## config.mk

```make
export PLATFORM = sky130hd
export DESIGN_NAME = altsub_unit
export DESIGN_NICKNAME = d
export VERILOG_FILES = /design/src/rtl/altsub_pkg.sv /design/src/rtl/altsub_pick.sv /design/src/rtl/altsub_merge.sv /design/src/rtl/altsub_unit.sv
export SDC_FILE = /design/constraint.sdc
export NUM_CORES = 1
export LEC_CHECK = 0
export ABC_AREA = 1
export BUFFER_PORTS_ARGS = -buffer_cell sky130_fd_sc_hd__clkbuf_2
export CELL_PAD_IN_SITES_DETAIL_PLACEMENT = 1
export CELL_PAD_IN_SITES_GLOBAL_PLACEMENT = 2
export CORE_MARGIN = 3
export CORE_UTILIZATION = 21
export DETAILED_ROUTE_END_ITERATION = 7
export GPL_ROUTABILITY_DRIVEN = 0
export MAX_ROUTING_LAYER = met4
export PLACE_DENSITY = 0.8
export SLEW_MARGIN = 40
export SYNTH_ARGS = -nofsm -noshare
export SYNTH_HDL_FRONTEND = slang
export SYNTH_SLANG_ARGS = --single-unit
```

## constraint.sdc

```tcl
create_clock -name clk -period 1.05 [get_ports clk]
set_input_delay 0.0525 -clock clk [delete_from_list [all_inputs] [get_ports clk]]
set_output_delay 0.0525 -clock clk [all_outputs]
set_load 0.03 [all_outputs]
```

## src/rtl/altsub_pkg.sv

```systemverilog
`timescale 1ns/1ps
package altsub_pkg;
    typedef enum logic [1:0] {
        KIND_PLAIN  = 2'd0,
        KIND_SUB_D  = 2'd1,
        KIND_SUB_S  = 2'd2,
        KIND_SUB_DS = 2'd3
    } alt_kind_e;

    localparam int SLOT_D = 0;
    localparam int SLOT_S = 1;
    localparam int SLOTS  = 2;
endpackage

```

## src/rtl/altsub_pick.sv

```systemverilog
`timescale 1ns/1ps
module altsub_pick #(
    parameter int DATA_W  = 32,
    parameter int FIELD_W = 9
) (
    input  logic               use_imm,
    input  logic [FIELD_W-1:0] imm_field,
    input  logic [DATA_W-1:0]  reg_val,
    output logic [FIELD_W-1:0] field
);
    // Only the low bits of a register value can name a register.
    logic [FIELD_W-1:0] reg_low;

    assign reg_low = reg_val[FIELD_W-1:0];

    always_comb begin
        if (use_imm) begin
            field = imm_field;
        end else begin
            field = reg_low;
        end
    end
endmodule

```

## src/rtl/altsub_merge.sv

```systemverilog
`timescale 1ns/1ps
module altsub_merge #(
    parameter int INSN_W  = 32,
    parameter int FIELD_W = 9,
    parameter int D_LSB   = 9,
    parameter int S_LSB   = 0
) (
    input  logic [INSN_W-1:0]  word_in,
    input  logic               sub_d,
    input  logic               sub_s,
    input  logic [FIELD_W-1:0] field_d,
    input  logic [FIELD_W-1:0] field_s,
    output logic [INSN_W-1:0]  word_out
);
    always_comb begin
        word_out = word_in;
        if (sub_d) begin
            word_out[D_LSB +: FIELD_W] = field_d;
        end
        if (sub_s) begin
            word_out[S_LSB +: FIELD_W] = field_s;
        end
    end
endmodule

```

## src/rtl/altsub_unit.sv

```systemverilog
`timescale 1ns/1ps
module altsub_unit #(
    parameter int INSN_W   = 32,
    parameter int DATA_W   = 32,
    parameter int FIELD_W  = 9,
    parameter int D_LSB    = 9,
    parameter int S_LSB    = 0,
    parameter int DIMM_BIT = 19,
    parameter int SIMM_BIT = 18
) (
    input  logic              clk,
    input  logic              rst_n,
    input  logic              in_valid,
    input  logic [1:0]        in_kind,
    input  logic [INSN_W-1:0] in_word,
    input  logic [DATA_W-1:0] in_dreg,
    input  logic [DATA_W-1:0] in_sreg,
    input  logic              flush,
    output logic              out_valid,
    output logic [INSN_W-1:0] out_word
);
    import altsub_pkg::*;

    localparam int SLOT_N = SLOTS;

    typedef struct packed {
        logic               pend_d;
        logic               pend_s;
        logic [FIELD_W-1:0] fld_d;
        logic [FIELD_W-1:0] fld_s;
        logic               ov;
        logic [INSN_W-1:0]  ow;
    } state_t;

    state_t state_d, state_q;

    alt_kind_e kind;
    assign kind = alt_kind_e'(in_kind);

    // Operand slot selection, one picker per slot.
    logic [SLOT_N-1:0]  slot_imm;
    logic [FIELD_W-1:0] slot_own   [SLOT_N];
    logic [DATA_W-1:0]  slot_reg   [SLOT_N];
    logic [FIELD_W-1:0] slot_value [SLOT_N];

    assign slot_imm[SLOT_D] = in_word[DIMM_BIT];
    assign slot_imm[SLOT_S] = in_word[SIMM_BIT];
    assign slot_own[SLOT_D] = in_word[D_LSB +: FIELD_W];
    assign slot_own[SLOT_S] = in_word[S_LSB +: FIELD_W];
    assign slot_reg[SLOT_D] = in_dreg;
    assign slot_reg[SLOT_S] = in_sreg;

    for (genvar g = 0; g < SLOT_N; g++) begin : g_slot
        altsub_pick #(
            .DATA_W (DATA_W),
            .FIELD_W(FIELD_W)
        ) u_pick (
            .use_imm  (slot_imm[g]),
            .imm_field(slot_own[g]),
            .reg_val  (slot_reg[g]),
            .field    (slot_value[g])
        );
    end

    // Rewrite of an ordinary instruction using what is pending.
    logic [INSN_W-1:0] merged_word;

    altsub_merge #(
        .INSN_W (INSN_W),
        .FIELD_W(FIELD_W),
        .D_LSB  (D_LSB),
        .S_LSB  (S_LSB)
    ) u_merge (
        .word_in (in_word),
        .sub_d   (state_q.pend_d),
        .sub_s   (state_q.pend_s),
        .field_d (state_q.fld_d),
        .field_s (state_q.fld_s),
        .word_out(merged_word)
    );

    always_comb begin
        state_d    = state_q;
        state_d.ov = 1'b0;
        if (flush) begin
            state_d.pend_d = 1'b0;
            state_d.pend_s = 1'b0;
        end else if (in_valid) begin
            unique case (kind)
                KIND_PLAIN: begin
                    state_d.ov     = 1'b1;
                    state_d.ow     = merged_word;
                    state_d.pend_d = 1'b0;
                    state_d.pend_s = 1'b0;
                end
                KIND_SUB_D: begin
                    state_d.pend_d = 1'b1;
                    state_d.pend_s = 1'b0;
                    state_d.fld_d  = slot_value[SLOT_D];
                end
                KIND_SUB_S: begin
                    state_d.pend_d = 1'b0;
                    state_d.pend_s = 1'b1;
                    state_d.fld_s  = slot_value[SLOT_S];
                end
                KIND_SUB_DS: begin
                    state_d.pend_d = 1'b1;
                    state_d.pend_s = 1'b1;
                    state_d.fld_d  = slot_value[SLOT_D];
                    state_d.fld_s  = slot_value[SLOT_S];
                end
                default: begin
                    state_d.ov = 1'b0;
                end
            endcase
        end
    end

    always_ff @(posedge clk or negedge rst_n) begin
        if (!rst_n) begin
            state_q <= '0;
        end else begin
            state_q <= state_d;
        end
    end

    assign out_valid = state_q.ov;
    assign out_word  = state_q.ow;
endmodule

```

==> key figures, run 1 <==
Run status
  – Status: finished, final reports clean

Final layout
  – Share of cells above drive strength 1: between 20% and 30%
  – Inserted Diodes: 0
  – Fin nets: roughly 560
  – Design area: ~3500 um^2
  – Syn-to-layout area delta: 29.0%

Detailed routing
  – ANT nets after route: 0
  – Via density: 3.87
  – Vias after detailed routing: 2423
  – Total wire length: slightly below 8000 um
  – Routed length per placed instance: between 10 and 15 um
  – DRC: 0
  – Drt pass-1 iters: 4
  – Drt initial violations: slightly above 60

Floorplanning
  – Die Wd: 120 um
  – Core footprint: 12700 um^2
  – Die H: 120 um
  – Io pins: ~140
  – Die area: between 10000 and 15000 um^2
  – Row count: 41
  – Starting Density: 21.6%

Synth
  – Ranking of synthesized cells by area: dfrtp_1 48%, nand2_1 29%, buf_4 8.8%
  – Adder-Cell Fraction of Synth Area: 0%
  – Syn_nets: around 480
  – Flip-flop and latch count after synthesis: 53
  – Cells after Synth: approximately 370
  – Mux contribution to synthesized area: 0%
  – Synth warn: 0
  – Simple-Gate Fraction of Synth Area: 33.5%
  – Largest family of logic cells by synthesized area: simple AND/OR/NAND/NOR gates
  – Sequential-to-total area share from yosys stat: 48.4%
  – Synth area leader: dfrtp_1
  – Complex-gate fraction of the synthesized area: 3.65%
  – Mapped Area: between 2000 and 3000 um^2
  – Avg Cell Area, Syn: between 7 and 8 um^2
  – Yosys top cell area share: between 40% and 50%
  – Number of distinct library cells after synthesis: 14
  – Post-Synth XOR/XNOR Area: 0%

CTS
  – CTS Buf Count: 5
  – Num Clock Sinks: 53
  – Clk buf depth: 2
  – CTS tree: done
  – Root Buffer Master: clkbuf_16
  – Clk Latency, worst-skew pair: 290 ps
  – H-tree depth: 2
  – Clock Pin Slew Worst Setup and Hold Paths: about 70 ps

Setup path
  – CP arrival: ~1100 ps
  – CP Launch Type: flip-flop
  – Req. time, crit path: ~1200 ps
  – CP Capture Type: flip-flop
  – Buf/Inv on CP: 2
  – R2r worst-path depth: 6
  – CP Class: reg -> reg
  – Most frequent cell on the critical path: nand2_1
  – Max stage delay cell, worst path: dfrtp_1
  – CP max stage delay: 380 ps
  – Levels on crit path: 6
  – Top delay family on crit path: flip-flops
  – CP Cell Sequence: clkinv_1 -> buf_4 -> nand2_1 -> nand2_1 -> nand2_1 -> nand2_1
  – Critical Path Fanout Max: 6

STA
  – Setup Viol. Count Final: 0
  – Fin. Hold Viols: 0
  – Max-slew headroom: 74.8%
  – Min Tclk post-route: ~950 ps
  – RSZ-0062 raised after global routing: no
  – Final setup margin: roughly 100 ps
  – Peak Freq: about 1100 MHz
  – Fin Hold WS: 3.53 ps
  – Number of max-slew violations in the final report: 0
  – Final worst path period share: 90.2%
  – Skew final: 3.20 ps
  – Setup TNS: 0 ps
  – Worst slew pin tran: around 380 ps

GRT
  – Largest net degree at the start of global routing: 54
  – Total GRT Usage: approximately 11%
  – Vias in the first global route: 2582
  – Gr ovfl total: 0
  – First-pass GRT wire length: about 13000 um
  – Initial antenna violation count: 0

Power
  – Leakage power: 2.04 nW
  – Design Power: 5.80 mW
  – Power Dens Cells: between 1500 and 2000 nW/um^2
  – Max VDD drop: 508 uV

Place
  – Half-perimeter wire length after placement: approximately 5600 um
  – IO buf count: a little under 90
  – Pre-CTS setup slack: -6.54 ps
  – Placed Instance Area: 3270 um^2

Worst hold path
  – HP Class: in -> reg
  – Hold depth: 3

Flow run
  – Max Cap Viol: 0
where the power goes:
group / switching (mW) / internal [mW]
combinational: 1.04 / 0.524
sequential: 0.186 / 2.40
clock: 0.768 / 0.877
total: 2.00 / 3.80
final timing paths:
| path | startpoint | end | slack [ps] |
|---|---|---|---|
| setup / recovery | state_q[51]$_DFFE_PN0P_ | out_word[2]$_DFFE_PN0P_ | 100 |
| hold / removal | in_word[25] | out_word[25]$_DFFE_PN0P_ | 4 |
| max in group asynchronous | rst_n | out_word[29]$_DFFE_PN0P_ | 510 |
| min in group asynchronous | rst_n | out_word[3]$_DFFE_PN0P_ | 300 |
| hold reg to reg | out_word[28]$_DFFE_PN0P_ | out_word[28]$_DFFE_PN0P_ | 470 |
| setup reg to reg | state_q[51]$_DFFE_PN0P_ | out_word[2]$_DFFE_PN0P_ | 100 |
tightest hold or removal path, cell delays in order:
cell      delay [ps]
clkbuf_2          80
nand3_1           70
nand2_1           50
kinds of logic (layout without fill, tap and decap cells):
family,Yosys count,count (layout)
simple gates,233,233
buf+inv,68,148
compound gates,20,20
flops,53,53
cells in the final DEF (no fill, tap or decap):
cell type,netlist,final
inv_2,2,2
o21ai_0,2,2
nor2_4,2,2
nand3_1,14,14
clkbuf_2,0,88
nor2_2,3,3
dlygate4sd3_1,0,12
buf_4,32,11
clkbuf_16,0,5
clkinvlp_4,0,1
inv_1,20,20
nand2_2,1,1
clkinv_2,0,3
buf_12,0,5
o21ai_1,18,18
dfrtp_1,53,53
clkinv_1,2,1
nand2_1,213,213
area by class of cell:
type                    instances  area [um^2]
fillers                      1595         9140
flip-flops and latches         53         1330
multi-input cells             253         1020
repair buffers                116          743
well taps                     172          215
clock buffers                   5          125
inverters                      24         91.3
clock inverters                 3         17.5
through the flow:
| step | util, % | instances |
|---|---|---|
| final | 27.9 | 626 |
| after global routing | 27.9 | 626 |
| after CTS | 27.9 | 626 |
| after detailed placement | 25.8 | 606 |
| after global placement | 25.8 | 606 |
| after floorplan | - | 374 |
Yosys cell counts (all sizes together):
master / number
dfrtp: 53
nand3: 14
nor2: 5
inv: 22
buf: 44
o21ai: 20
nand2: 214
clkinv: 2
what timing repair did:
item,in CTS,in global routing
setup buffers,0,0
hold buffers,12,0
gates resized for setup,1,0
setup endpoints to repair,4,0
endpoints found under the hold margin,64,0
per-layer routing:
metal | routed length, um | vias up | part of all wire, % | GRT usage [%]
li1 | - | 1251 | - | -
met5 | 0 | - | 0 | -
met1 | 3470 | 1116 | 45 | 14.1
met4 | 98 | 0 | 1.3 | 3.19
met2 | 3870 | 49 | 50 | 19.2
met3 | 278 | 7 | 3.6 | 2.01
state kept, by name (all words and copies together) (netlist names):
register and flops:
out_word 32, state_q 20, out_valid 1
Note: power is estimated with default switching activity, not from simulation.
==> run 2, diff against run 1 <==
--- a/config.mk
+++ b/config.mk
@@ -10,7 +10,7 @@
 export CELL_PAD_IN_SITES_DETAIL_PLACEMENT = 1
 export CELL_PAD_IN_SITES_GLOBAL_PLACEMENT = 2
 export CORE_MARGIN = 3
-export CORE_UTILIZATION = 21
+export CORE_UTILIZATION = 22
 export DETAILED_ROUTE_END_ITERATION = 7
 export GPL_ROUTABILITY_DRIVEN = 0
 export MAX_ROUTING_LAYER = met4
@@ -18,4 +18,5 @@
 export SLEW_MARGIN = 40
 export SYNTH_ARGS = -nofsm -noshare
 export SYNTH_HDL_FRONTEND = slang
+export SYNTH_HIERARCHICAL = 1
 export SYNTH_SLANG_ARGS = --single-unit
==> key figures, run 2 <==
Run status
  – Status: finished, final reports clean

Setup path
  – R2r worst-path depth: 5
  – Flop-to-flop setup slack: between 60 and 70 ps
  – CP Launch Type: flip-flop
  – Reg-to-Reg Start: state_q[52]$_DFFE_PN0P_
  – Critical Path Fanout Max: 4
  – Most frequent cell on the critical path: nand2_1
  – CP Cell Sequence: buf_4 -> nand2_1 -> nand2_1 -> nand3_1 -> nand2_1
  – Req. time, crit path: between 1000 and 1500 ps
  – CP max stage delay: around 450 ps
  – CP Class: reg -> reg
  – Max stage delay cell, worst path: dfrtp_2
  – CP arrival: approximately 1200 ps
  – RR Endpoint: out_word[10]$_DFFE_PN0P_
  – CP Capture Type: flip-flop

CTS
  – Root Buffer Master: clkbuf_16
  – Clk buf depth: 2
  – Clock Pin Slew Worst Setup and Hold Paths: about 70 ps
  – H-tree depth: 2
  – Clk Latency, worst-skew pair: between 200 and 300 ps
  – CTS tree: done
  – Num Clock Sinks: 53
  – CTS Buf Count: 5

Final layout
  – Most frequent cells in the layout: 208 x nand2_1, 88 x clkbuf_2, 52 x dfrtp_1, 50 x nand3_1
  – Fin nets: between 500 and 600
  – Max FFs per register: 32
  – Syn-to-layout area delta: 18.9%
  – Non-filler cells, final: 617
  – Number of filler cells placed in the layout: around 1600
  – Inserted Diodes: 0
  – Share of cells above drive strength 1: a little over a quarter
  – Commonest non-fill, non-tap cell in the layout: nand2_1
  – Design area: about 3500 um^2

GRT
  – Total GRT Usage: 11.5%
  – First-pass GRT wire length: ~13000 um
  – Gr ovfl total: 0
  – Vias in the first global route: 2655
  – Largest net degree at the start of global routing: 54
  – Initial antenna violation count: 0

Place
  – Half-perimeter wire length after placement: 6150 um
  – IO buf count: 88
  – Placed Instance Area: around 3200 um^2
  – Post-Place Cells: around 600

Synth
  – Synth warn: 6
  – Yosys top cell area share: 45.0%
  – Synth area leader: dfrtp_1
  – Sequential-to-total area share from yosys stat: 45.0%
  – EDFF count, synth: 0
  – Mapped Area: 2950 um^2
  – Flip-flop and latch count after synthesis: 53
  – Avg Cell Area, Syn: 7.55 um^2
  – Number of distinct library cells after synthesis: 14
  – Cells after Synth: 390
  – Main synth FF type: dfrtp_1
  – Most common cell in the netlist: nand2_1
  – Synth cell count leaders: 208 x nand2_1, 53 x dfrtp_1, 51 x buf_4, 50 x nand3_1, 7 x buf_6
  – Async set or reset register ratio after synthesis: between 90% and 100%
  – Syn_nets: approximately 490
  – Ranking of synthesized cells by area: dfrtp_1 45%, nand2_1 27%, buf_4 13%

STA
  – Skew final: around 4.2 ps
  – Min Tclk post-route: 983 ps
  – Max-slew headroom: between 70% and 80%
  – Final worst path period share: 93.6%
  – Setup Viol. Count Final: 0
  – Fin. Hold Viols: 0
  – RSZ-0062 raised after global routing: yes
  – Fin Hold WS: roughly 9.8 ps
  – Peak Freq: 1020 MHz
  – Number of max-slew violations in the final report: 0
  – Worst slew pin tran: approximately 370 ps

Worst hold path
  – Hold depth: 3
  – HP Class: in -> reg
  – HP Start: in_word[20]
  – Hold endpoint: out_word[20]$_DFFE_PN0P_

Floorplanning
  – Starting Density: 22.9%
  – Row count: between 40 and 50
  – Io pins: 135
  – Die area: approximately 15000 um^2
  – Die Wd: between 100 and 150 um
  – Die H: about 120 um
  – Core footprint: ~13000 um^2

Power
  – Power Dens Cells: roughly 1700 nW/um^2
  – Leakage power: 2.03 nW
  – Max VDD drop: 497 uV

Detailed routing
  – DRC: 0
  – Vias after detailed routing: approximately 2500
  – Drt initial violations: between 60 and 70
  – ANT nets after route: 0
  – Routed length per placed instance: roughly 13 um
  – Total wire length: between 7000 and 8000 um
  – Via density: roughly 4.1
  – Drt pass-1 iters: 4

Flow run
  – Max Cap Viol: 0
run 2: cell types whose count changed after synthesis, moves of 5 or more:
cell and delta:
o21ai_1 -18, buf_2 -6, buf_6 +6, nand3_1 +36, nand2_1 -5, buf_4 +19, inv_1 -16
run 2: timing repair:
item / in CTS / in global routing
resized for setup: 0 / 2
endpoints found under the setup margin: 0 / 4
buffers inserted: 0 / 0
endpoints found under the hold margin: 62 / 0
hold buffers: 10 / 0
run 2: worst max-delay path: cells and delay by family (launching register included):
family        cells  cell delay (ps)
simple gates      4              280
flops             1              450
buf+inv           1              150
run 2: cells by family after synthesis:
logic type             count (synthesis)  synth area share, %
AOI/OAI and AO/OA                      2                0.340
buffers and inverters                 71                 17.5
and+or+nand+nor                      264                 37.1
DFF                                   53                 45.0
run 2: report_power, final:
part / switching [mW] / internal (mW) / total [mW]
sequential: 0.203 / 2.40 / 2.60
clock: 0.719 / 1.13 / 1.85
combinational: 1.08 / 0.497 / 1.58
run 2: metrics by stage:
| stage | setup TNS (ps) | total power, mW | utilization (%) | worst slack, ps |
|---|---|---|---|---|
| 2_1_floorplan | 0 | 3.99 | - | 171 |
| 3_3_place_gp | 0 | 4.18 | 25.1 | 36.0 |
| 3_5_place_dp | -142 | 4.23 | 25.1 | -20.7 |
| 4_1_cts | 0 | 6.16 | 27.2 | 57.9 |
| 5_1_grt | -1.29 | 6.44 | 27.2 | -1.29 |
| 6_report | 0 | 6.03 | 27.2 | 67.2 |
run 2: layer usage:
layer	GRT usage (%)	wire length (um)
met1	14.7	3680
met3	1.86	252
met5	-	0
met4	3.15	98
met2	19.2	3860
run 2: cell type report:
cell class,instances,area [um^2],share of cell area (%)
multi-input cells,266,1100,31.5
well taps,172,215,6.15
repair buffers,110,656,18.7
clock inverters,2,38.8,1.11
flip-flops and latches,53,1330,37.9
clock buffers,6,129,3.68
inverters,8,32.5,0.929
run 2: how the worst max path moves through the flow:
stage	cells after the start	slack [ps]	from	endpoint
final	5	70	state_q[52]$_DFFE_PN0P_	out_word[10]$_DFFE_PN0P_
after global routing	5	-1	state_q[52]$_DFFE_PN0P_	out_word[13]$_DFFE_PN0P_
after CTS	5	60	state_q[51]$_DFFE_PN0P_	out_word[2]$_DFFE_PN0P_
after detailed placement	6	-20	in_valid	out_word[20]$_DFFE_PN0P_
after global placement	6	40	in_valid	out_word[3]$_DFFE_PN0P_
after floorplan	6	170	state_q[51]$_DFFE_PN0P_	out_word[0]$_DFFE_PN0P_
==> run 3, diff against run 2 <==
--- a/config.mk
+++ b/config.mk
@@ -13,6 +13,7 @@
 export CORE_UTILIZATION = 22
 export DETAILED_ROUTE_END_ITERATION = 7
 export GPL_ROUTABILITY_DRIVEN = 0
+export GPL_TIMING_DRIVEN = 0
 export MAX_ROUTING_LAYER = met4
 export PLACE_DENSITY = 0.8
 export SLEW_MARGIN = 40
==> key figures, run 3 (same netlist as run 2, synthesis figures left out) <==
Power
  – Leakage power: between 2 and 2.5 nW
  – Max VDD drop: 567 uV
  – Pint: 4.61 mW
  – Power Dens Cells: about 1700 nW/um^2
  – Comb pwr share: roughly 33%
  – Switch Pwr: roughly 2.1 mW
  – Part of the power in the clock network: 28.2%
  – Reg power frac: ~39%
  – Switching Fraction: approximately 31%

Final layout
  – Number of filler cells placed in the layout: about 1600
  – Fin nets: 596
  – Commonest non-fill, non-tap cell in the layout: nand2_1
  – Syn-to-layout area delta: 36.9%
  – Multi-input logic area: 1130 um^2
  – Max FFs per register: 32
  – Most frequent cells in the layout: 201 x nand2_1, 67 x buf_4, 53 x dfrtp_1, 47 x nand3_1, 45 x clkbuf_2
  – Design area: approximately 4000 um^2
  – Share of cells above drive strength 1: a little over a third
  – Seq. cell area: ~1300 um^2

CTS
  – CTS Buf Count: 5
  – Num Clock Sinks: 53
  – CTS tree: done
  – H-tree depth: 2
  – Clk buf depth: 2
  – Root Buffer Master: clkbuf_16
  – Clk Latency, worst-skew pair: 290 ps
  – Clock Pin Slew Worst Setup and Hold Paths: approximately 70 ps

GRT
  – Initial antenna violation count: 1
  – Vias in the first global route: between 2000 and 3000
  – First-pass GRT wire length: roughly 13000 um
  – Total GRT Usage: a little under an eighth
  – Largest net degree at the start of global routing: 54
  – Gr ovfl total: 0

Place
  – IO buf count: 74
  – Pre-CTS setup slack: between 6 and 7 ps
  – Placed Instance Area: ~3500 um^2
  – Half-perimeter wire length after placement: 6400 um

STA
  – Worst slew pin tran: between 600 and 700 ps
  – Skew final: roughly 3.3 ps
  – Final setup margin: ~27 ps
  – Min Tclk post-route: ~1000 ps
  – Fin. Hold Viols: 0
  – Peak Freq: 977 MHz
  – RSZ-0062 raised after global routing: yes
  – Max-slew headroom: about 54%
  – Number of max-slew violations in the final report: 0
  – Setup Viol. Count Final: 0
  – Final worst path period share: between 90% and 100%

Setup path
  – CP Capture Type: output pin
  – Setup crit start: out_word[14]$_DFFE_PN0P_
  – RR Endpoint: out_word[12]$_DFFE_PN0P_
  – Req. time, crit path: 1000 ps
  – Critical Path Fanout Max: 2
  – Reg-to-Reg Start: state_q[52]$_DFFE_PN0P_
  – CP Launch Type: flip-flop
  – CP Class: reg -> out
  – Flop-to-flop setup slack: about 80 ps
  – R2r worst-path depth: 6
  – CP arrival: between 900 and 1000 ps
  – End point of the critical path: out_word[14]

Worst hold path
  – HP Class: in -> reg
  – Hold depth: 3
  – HP Start: in_word[30]

Floorplanning
  – Die H: between 100 and 150 um
  – Starting Density: about 23%
  – Row count: slightly above 40
  – Die Wd: about 120 um
  – Core footprint: around 13000 um^2
  – Io pins: approximately 140
  – Die area: between 10000 and 15000 um^2

Detailed routing
  – Drt pass-1 iters: 4
  – Total wire length: 8320 um
  – Drt initial violations: roughly 110
  – Via density: 4.00
  – Routed length per placed instance: roughly 12 um
  – ANT nets after route: 0
  – DRC: 0
  – Vias after detailed routing: between 2000 and 3000

Run status
  – Status: finished, final reports clean

Flow run
  – Max Cap Viol: 0
==> run 3: routing by layer <==
layer | GRT usage, % | wire [um]
met5 | - | 0
met4 | 3.50 | 91
met3 | 1.76 | 286
met2 | 19.6 | 4100
met1 | 14.3 | 3840
==> run 3: power groups by stage <==
| stage | clock, mW | sequential, mW | combinational [mW] |
|---|---|---|---|
| floorplan | 0 | 2.58 | 1.41 |
| global placement | 0 | 2.62 | 1.90 |
| detailed placement | 0 | 2.63 | 1.94 |
| CTS | 1.98 | 2.60 | 1.99 |
| global route | 2.05 | 2.63 | 2.44 |
| finish | 1.89 | 2.59 | 2.22 |
==> run 3: area by class of cell <==
cell class	count	area share, %
antenna	1	0.0621
clock inverter	1	0.745
tap	172	5.34
inverter	8	1.05
sequential	53	32.9
multi-input combinational	266	28.1
timing repair buffer	97	16.2
clock buffer	7	3.54
buffer	63	12.1
==> run 3: repair_timing <==
item,4_1_cts,5_1_grt
buffers inserted,0,11
pin swaps,0,4
setup endpoints to repair,3,43
gates resized for setup,5,75
cloned,0,1
endpoints found under the hold margin,63,0
hold buffers,11,0
==> run 3: metrics by stage <==
stage,std cells,TNS [ps],hold WS [ps],total power [mW],util (%)
final,668,0,14.6,6.70,31.3
after global routing,668,-39.3,24.9,7.12,31.3
after CTS,655,0,6.46,6.56,29.7
after detailed placement,636,0,202,4.57,27.4
after global placement,636,-11930,284,4.53,27.4
after floorplan,390,0,-243,3.99,-
==> run 3: worst min-delay path by stage <==
| stage | to | slack [ps] |
|---|---|---|
| final | out_word[30]$_DFFE_PN0P_ | 10 |
| after global routing | out_word[30]$_DFFE_PN0P_ | 20 |
| after CTS | out_word[29]$_DFFE_PN0P_ | 6 |
| after detailed placement | state_q[45]$_DFFE_PN0P_ | 200 |
| after global placement | out_word[19]$_DFFE_PN0P_ | 280 |
| after floorplan | out_valid$_DFF_PN0_ | -240 |
==> run 3: critical path, stage by stage (launching register included) <==
cell and delay, ps:
dfrtp_1 380, buf_4 130, clkbuf_4 170
